<file path="src/rtl/lvl_irq_ctl.sv">
module lvl_irq_ctl #(
  parameter int          SYNC_STAGES = 2,
  parameter logic [7:0]  RESET_CTRL  = 8'h01,
  parameter logic [7:0]  WRITE_MASK  = 8'hBF,
  parameter logic [31:0] LVL_TABLE   = {4'd14, 4'd0, 4'd10, 4'd8, 4'd6, 4'd4, 4'd1, 4'd0}
) (
  input  logic        clk,
  input  logic        rst_n,
  input  logic [7:0]  req_i,
  input  logic        bus_valid,
  input  logic        bus_we,
  input  logic [7:0]  bus_wdata,
  output logic [7:0]  bus_rdata,
  output logic [15:0] lvl_o
);

  localparam int NLINES = 8;
  localparam int NLVL   = 16;

  logic [SYNC_STAGES-1:0][NLINES-1:0] sync_q;
  logic [NLINES-1:0] live_mask;
  logic [NLINES-1:0] pend_q;
  logic [7:0]        ctrl_q;
  logic [NLVL-1:0]   lvl_next;

  always_ff @(posedge clk) begin
    if (!rst_n) sync_q[0] <= '0;
    else        sync_q[0] <= req_i;
  end

  for (genvar s = 1; s < SYNC_STAGES; s++) begin : g_sync
    always_ff @(posedge clk) begin
      if (!rst_n) sync_q[s] <= '0;
      else        sync_q[s] <= sync_q[s-1];
    end
  end

  for (genvar i = 0; i < NLINES; i++) begin : g_live
    assign live_mask[i] = (LVL_TABLE[4*i +: 4] != 4'd0);
  end

  always_ff @(posedge clk) begin
    if (!rst_n) pend_q <= '0;
    else        pend_q <= sync_q[SYNC_STAGES-1] & live_mask;
  end

  always_ff @(posedge clk) begin
    if (!rst_n)                   ctrl_q <= RESET_CTRL;
    else if (bus_valid && bus_we) ctrl_q <= bus_wdata & WRITE_MASK;
  end

  assign bus_rdata = ctrl_q;

  always_comb begin
    lvl_next = '0;
    for (int i = 0; i < NLINES; i++)
      if (pend_q[i]) lvl_next[LVL_TABLE[4*i +: 4]] = 1'b1;
    lvl_next[0] = 1'b0;
    if (!ctrl_q[0]) lvl_next = '0;
  end

  always_ff @(posedge clk) begin
    if (!rst_n) lvl_o <= '0;
    else        lvl_o <= lvl_next;
  end

endmodule


</file>
<file path="config.mk">
export PLATFORM = sky130hd
export DESIGN_NAME = lvl_irq_ctl
export DESIGN_NICKNAME = d
export VERILOG_FILES = /design/src/rtl/lvl_irq_ctl.sv
export SDC_FILE = /design/constraint.sdc
export NUM_CORES = 1
export LEC_CHECK = 0
export CAP_MARGIN = 5
export CORE_MARGIN = 5
export CORE_UTILIZATION = 40
export DETAILED_ROUTE_END_ITERATION = 6
export GPL_TIMING_DRIVEN = 0
export PLACE_DENSITY = 0.76
export SLEW_MARGIN = 40
export SYNTH_ARGS = -nofsm -noshare
export SYNTH_HDL_FRONTEND = slang
export SYNTH_SLANG_ARGS = --single-unit
</file>
<file path="constraint.sdc">
create_clock -name clk -period 1.1 [get_ports clk]
set_input_delay 0.22 -clock clk [delete_from_list [all_inputs] [get_ports clk]]
set_output_delay 0.22 -clock clk [all_outputs]
set_load 0.05 [all_outputs]
</file>
After elaboration in Yosys (flattened, before gate mapping)
Cells that the tools add are included.
{ "op_classes": {"addsub": 0, "multipliers": 0, "n_div": 0, "order_cmp": 0, "n_eq_ne": 0, "n_shift": 0, "mux": 6, "n_bitwise": 0, "n_reduce_logical": 2} }
{ "ops": {"columns": ["cell", "count"], "rows": [
  ["two-way mux 1 bit", 6],
  ["AND reduction 2 bit", 1],
  ["logical AND 1 bit", 1]
]} }
{ "word_totals": {"register_bits": 45, "latch_bits": 0, "ram_bits": 0, "mem_bits_ro": 0, "input_bits": 20, "out_inout_bits": 24, "elab_cells": 14, "mem_count": 0} }

Longest topological paths before layout
Gate-level depths: netlist (run 1).
{ "depth": {"depth_word": 1, "ltp_mapped": 4, "depth_no_buf": 2} }

Worst setup path after synthesis (run 1)
Ideal clock, no wire load.
{ "synth_timing": {"path_type": "register to register", "startpoint": "reg, netlist name bus_rdata[0]", "endpoint": "reg ctrl_q[0], in the netlist bus_rdata[0]", "setup_ps": 73, "arrival_time_ps": 926, "t_required_ps": 1027, "setup_slack_ps": 100, "path_stages_with_launch": 3, "path_buffers": 0, "period_less_slack_ps": 1000, "cell_sequence": "dfxtp_1 inv_1 o211ai_2"} }
{ "synth_rtl": {"columns": ["element", "line", "rtl"], "rows": [
  ["to (signal assigned)", "49", "else if (bus_valid && bus_we) ctrl_q <= bus_wdata & WRITE_MASK;"],
  ["to (decl)", "23", "logic [7:0] ctrl_q;"]
]} }

Worst setup path after layout (run 1)
{ "layout_timing": {"startpoint": "reg ctrl_q[0], in the netlist bus_rdata[0]", "endpoint": "out bus_rdata[0]"} }
{ "layout_rtl": {"columns": ["element", "line", "rtl"], "rows": [
  ["to (decl)", "13", "output logic [7:0] bus_rdata,"]
]} }
No word-level cell between the ends.

==> metrics.md, run 1 <==
| Metric | Value |
|---|---|
| Outcome | `finished, final reports clean` |
| Critical Path Sink Type | `output pin` |
| Synth area leader | `dfxtp_1` |
| Initial Util | `0.4224` |
| CP max-delay cell | `dfxtp_4` |
| Netlist cell types | `13` |
| Critical path peak fanout | `6` |
| CTS Buf Count | `5` |
| Critical path class | `flip-flop to output pin` |
| Setup tns final | `0 ns` |
| Number of setup violations in the final report | `0` |
| Clock Skews | `0.003095 ns` |
| Drt first-iter violations | `15` |
| Clk root buf | `clkbuf_4` |
| TritonCTS Sinks | `31` |
| Critical path arrival | `roughly 0.85 ns` |
| Crit path time final | `about 1.1 ns` |
| Post-synth top area share | `0.5877` |
| Remaining antenna violation count | `0` |
| Initial antenna violation count | `0` |
| First-pass GRT wire length | `2842 µm` |
| GP Congestion | `between 0.6 and 0.7` |
| Die X | `slightly above 60 µm` |
| CP max stage delay | `just under 0.4 ns` |
| Routed WL per cell | `between 10 and 15 µm` |
| Hold Path Depth | `3` |
| CP Buf/Inv Count | `1` |
| Port buffer count | `26` |
| Critical Path, Cell by Cell | `buf_8` |
| Htree depth | `2` |
| Via density per instance | `4.247` |
| RSZ-0062 raised after global routing | `yes` |
| Post-Synthesis Cell Area | `about 1100 µm²` |
| PwrDens | `1705 nW/µm²` |
| Ranking of synthesized cells by area | `dfxtp_1 59%, and2_1 11%, buf_4 10%` |
| Flop2flop setup slack | `about 0.36 ns` |
| Critical Path Stages | `1` |
| Sequential area share after synthesis | `0.5877` |
| R2r worst-path depth | `2` |
| Clk_lat worst skew | `~0.32 ns` |
| Critical Path Start Type | `flip-flop` |
| Clk slew on worst S/H paths | `~0.090 ns` |
| Max-slew violations | `0` |
| Die H | `approximately 61 µm` |
| Hpwl dp | `approximately 1400 µm` |
| Post-place instance area | `approximately 1400 µm²` |
| Area Overhead vs Synth | `44.31%` |
| Num rows | `18` |
| Global route overflow | `0` |
| Vias in the first global route | `about 640` |
| CTS max path bufs | `2` |
| Family with the most delay on the worst path | `flip-flops` |
| Post-route DRC | `0` |
| Cell count after synthesis | `95` |
| Worst Hold Class | `input pin to flip-flop` |
| Fill count | `between 200 and 250` |
| Period utilization | `0.9735` |
| WL final | `between 1500 and 2000 µm` |
| CTS tree | `done` |
| Layout cells sized above 1 | `0.3786` |
| Core Region | `around 2500 µm²` |
| ANT cells | `0` |
| Finished Cell Area | `1524 µm²` |
| Crit path required time | `a little under 0.9 ns` |
| Warning count from the yosys run | `0` |
| Leak | `0.7059 nW` |
| Yosys reg bits | `31` |
| I/O pin count | `44` |
| Largest net degree at the start of global routing | `11` |
| F_max | `around 930 MHz` |
| Die area | `3768 µm²` |
| Fin nets | `159` |
| GRT Total Usage | `0.1077` |
| Max_cap viols | `0` |
| Dpl cells | `161` |
| Syn Area/Cell | `between 10 and 15 µm²` |
| VDD IR max | `1.098 mV` |
| Non-Filler Instances | `170` |
| Final Hold Fails | `0` |
| DR vias | `roughly 720` |
| Hold_buf cts | `0` |
| Drt pass-1 iters | `4` |
| Total Power | `between 0.002 and 0.003 W` |
-- cell usage in the layout (no fill, tap or decap), types with 2 or more instances in the layout --
| master | count |
|---|---|
| buf_4 | 17 |
| conb_1 | 11 |
| buf_6 | 13 |
| nand2_1 | 6 |
| clkdlybuf4s50_1 | 13 |
| clkbuf_4 | 5 |
| dfxtp_2 | 6 |
| dfxtp_1 | 24 |
| nand4_1 | 6 |
| and3_1 | 6 |
| bufinv_16 | 2 |
| and2_1 | 18 |
| o21ai_2 | 6 |
-- worst paths after layout --
kind,start,endpoint
setup / recovery,bus_rdata[0],bus_rdata[0]
hold / removal,rst_n,bus_rdata[1]
hold reg to reg,sync_q[5],sync_q[13]
setup reg to reg,bus_rdata[0],lvl_o[10]
-- cells in the mapped netlist --
master	n
and2_1	18
and2_4	1
and3_1	6
buf_4	14
buf_6	3
conb_1	1
dfxtp_1	31
inv_1	1
nand2_1	6
nand3_1	1
nand4_1	6
o211ai_2	1
o21ai_2	6
-- worst reg2reg max path, stage by stage, from the launching register on --
cell	delay (ns)
dfxtp_4	0.37
buf_4	0.14
and3_1	0.13
-- layout make-up --
cell class | instances | area (µm²) | area share
flip-flops and latches | 31 | 631.9 | 0.4146
multi-input cells | 56 | 330.3 | 0.2167
repair buffers | 27 | 280.3 | 0.1839
plain buffers | 17 | 138.9 | 0.09113
clock inverters | 2 | 60.06 | 0.03941
clock buffers | 6 | 41.29 | 0.02709
well taps | 30 | 37.54 | 0.02463
inverters | 1 | 3.754 | 0.002463
-- sequential cells by signal (all words and copies together), names as in the netlist --
| name | cells |
|---|---|
| sync_q | 12 |
| bus_rdata | 7 |
| lvl_o | 6 |
| pend_q | 6 |
-- power by group --
part	switching (W)	internal, W
registers	0.0000177	0.00117
logic	0.000204	0.000146
clock network	0.000355	0.000709
-- routing by layer --
metal	vias up	wire, µm	track usage
met5	-	0	0
met4	0	30	0.06364
met3	5	205	0.04822
met2	30	894	0.1737
met1	311	680	0.1166
li1	376	-	-
-- timing repair --
action	in CTS	in global routing
setup buffers	0	1
setup endpoints to repair	13	11
resized for setup	85	13
-- logic make-up after synthesis --
group           after synthesis  share of synthesized area
simple gates                 38                     0.2121
compound gates                7                    0.06161
other cells                   1                   0.003551
buf+inv                      18                     0.1351
flops                        31                     0.5877
-- through the flow --
step	util	hold slack, ns	worst slack, ns
6_report	0.6096	0.1754	0.02911
5_1_grt	0.6096	0.1679	-0.01427
4_1_cts	0.5931	0.1686	-0.0008288
3_5_place_dp	0.5566	0.4177	-0.3771
3_3_place_gp	0.5566	0.4142	-0.3561
2_1_floorplan	-	0.3473	0.1004
No activity file was read; power rests on OpenSTA's default activity.
==> run 2, diff against run 1 <==
CORE_UTILIZATION = 44   (was 40)
GPL_ROUTABILITY_DRIVEN = 0   (was unset)
PLACE_DENSITY = 0.82   (was 0.76)
==> metrics.md, run 2 (synthesis results as in run 1) <==
| Metric | Value |
|---|---|
| F_max | `936.7 MHz (+0.31%)` |
| Fill count | `192 (-8.1%)` |
| Die H | `58.99 µm (-3.9%)` |
| Register Area | `628.1 µm² (-0.59%)` |
| Crit path launch | `bus_rdata[0]` |
| Critical path class | `flip-flop to output pin` |
| ANT cells | `0 (unchanged)` |
| Max_cap viols | `0 (unchanged)` |
| CP max-delay cell | `dfxtp_4` |
| Finished Cell Area | `1458 µm² (-4.4%)` |
| Largest register by flop count | `sync_q` |
| DR vias | `717 (-0.69%)` |
| Flop2flop setup slack | `0.36 ns (about the same)` |
| Num rows | `17 (-1)` |
| Most frequent cells in the layout | `27 x dfxtp_1, 21 x buf_4, 18 x and2_1, 13 x clkdlybuf4s50_1, 11 x conb_1` |
| Period utilization | `0.9705 (-0.003047)` |
| Critical Path, Cell by Cell | `buf_8` |
| Critical Path Start Type | `flip-flop` |
| Die area | `3480 µm² (-7.6%)` |
| Critical Path Sink Type | `output pin` |
| Leak | `0.6834 nW (-3.2%)` |
| Core Region | `2255 µm² (-9.8%)` |
| Clock Skews | `0.002930 ns (-0.0001646 ns)` |
| Final worst slack | `0.03247 ns (+0.003351 ns)` |
| Vias in the first global route | `660 (+2.6%)` |
| Placement Setup Slack | `-0.3689 ns (+0.008211 ns)` |
| Non-Filler Instances | `167 (-1.8%)` |
| CTS max path bufs | `2 (unchanged)` |
| I/O pin count | `44 (unchanged)` |
| Routed WL per cell | `11.31 µm (+6.2%)` |
| Final Hold Fails | `0 (unchanged)` |
| VDD IR max | `1.042 mV (-5.1%)` |
| Remaining antenna violation count | `0 (unchanged)` |
| Clk slew on worst S/H paths | `0.09 ns (about the same)` |
| WHS | `0.1780 ns (+0.002632 ns)` |
| CTS Buf Count | `5 (unchanged)` |
| WL final | `1888 µm (+4.3%)` |
| Hpwl dp | `1462 µm (+6.5%)` |
| Critical path arrival | `0.85 ns (about the same)` |
| Global route overflow | `0 (unchanged)` |
| Outcome | `finished, final reports clean` |
| Max reg flops | `12 (unchanged)` |
| CP max stage delay | `0.38 ns (about the same)` |
| Drt pass-1 iters | `4 (unchanged)` |
| Initial antenna violation count | `0 (unchanged)` |
| Most common cell after layout, fill and taps aside | `dfxtp_1` |
| Clk root buf | `clkbuf_4` |
| Max-slew violations | `0 (unchanged)` |
| Fin nets | `159 (unchanged)` |
| Hold_buf cts | `0 (unchanged)` |
| First-pass GRT wire length | `2967 µm (+4.4%)` |
| Htree depth | `2 (unchanged)` |
| Post-route DRC | `0 (unchanged)` |
| PwrDens | `1493 nW/µm² (-12%)` |
| Hold_sp | `rst_n` |
| Critical path peak fanout | `5 (-1)` |
| TritonCTS Sinks | `31 (unchanged)` |
| Dpl cells | `159 (-1.2%)` |
| Initial Util | `0.4684 (+0.04595)` |
| Crit path time final | `1.068 ns (-0.003351 ns)` |
| GRT Total Usage | `0.1164 (+0.008649)` |
| Post-place instance area | `1389 µm² (-0.18%)` |
| Family with the most delay on the worst path | `flip-flops` |
| Via density per instance | `4.293 (+1.1%)` |
| Die X | `58.99 µm (-3.9%)` |
| Largest net degree at the start of global routing | `11 (unchanged)` |
| CTS tree | `done` |
| CP Buf/Inv Count | `1 (unchanged)` |
| Worst Hold Class | `input pin to flip-flop` |
| Worst reg2reg path startpoint | `bus_rdata[0]` |
| Clk_lat worst skew | `0.32 ns (about the same)` |
| Area Overhead vs Synth | `38.03%` |
| Number of setup violations in the final report | `0 (unchanged)` |
| RSZ-0062 raised after global routing | `no` |
| Drt first-iter violations | `7 (-8)` |
| Port buffer count | `26 (unchanged)` |
| Area of the multi-input gates | `330.3 µm² (unchanged)` |
| Layout cells sized above 1 | `0.3597 (-0.01886)` |
| Setup tns final | `0 ns (unchanged)` |
| Crit path required time | `0.88 ns (about the same)` |
[run 2: changes by cell type in the layout (fill, tap and decap cells not counted)]
cell,delta
buf_4,+4
clkinv_2,+1
clkbuf_1,-1
clkbuf_8,+1
bufinv_16,-2
buf_6,-4
dfxtp_2,-3
dfxtp_1,+3
[run 2: layout make-up]
cell class	instances	area share
Sequential cell	31	0.4309
Multi-Input combinational cell	56	0.2266
Timing Repair Buffer	27	0.1820
Buffer	17	0.09528
Clock buffer	6	0.03519
Tap cell	28	0.02403
Clock inverter	1	0.003433
Inverter	1	0.002575
[run 2: per-layer routing]
| metal | global-route usage | up-vias | share of wire |
|---|---|---|---|
| li1 | - | 373 | - |
| met1 | 0.1279 | 311 | 0.39 |
| met3 | 0.06318 | 3 | 0.11 |
| met2 | 0.1861 | 30 | 0.49 |
| met4 | 0.04854 | 0 | 0.012 |
| met5 | 0 | - | 0 |
[run 2: timing repair]
| action | CTS | global route |
|---|---|---|
| gates resized for setup | 83 | 8 |
| buffers inserted | 0 | 1 |
| cloned | 0 | 0 |
| setup endpoints to repair | 13 | 6 |
[run 2: worst paths after layout]
kind         depth (start not counted)           end
max                                  1  bus_rdata[0]
min                                  3  bus_rdata[7]
max reg2reg                          2     lvl_o[10]
min reg2reg                          1    sync_q[15]
[run 2: power by group]
group / switching (W) / total [W] / internal, W
Combinational: 0.000207 / 0.000351 / 0.000145
Clock: 0.000347 / 0.000642 / 0.000296
Sequential: 0.0000187 / 0.00118 / 0.00116
Total: 0.000572 / 0.00218 / 0.00160
[run 2: per-stage QoR]
stage | total power [W] | util
final | 0.002177 | 0.6465
after CTS | 0.002180 | 0.6321
after detailed placement | 0.001550 | 0.6160
after global routing | 0.002271 | 0.6465
after global placement | 0.001540 | 0.6160
after floorplan | 0.001451 | -
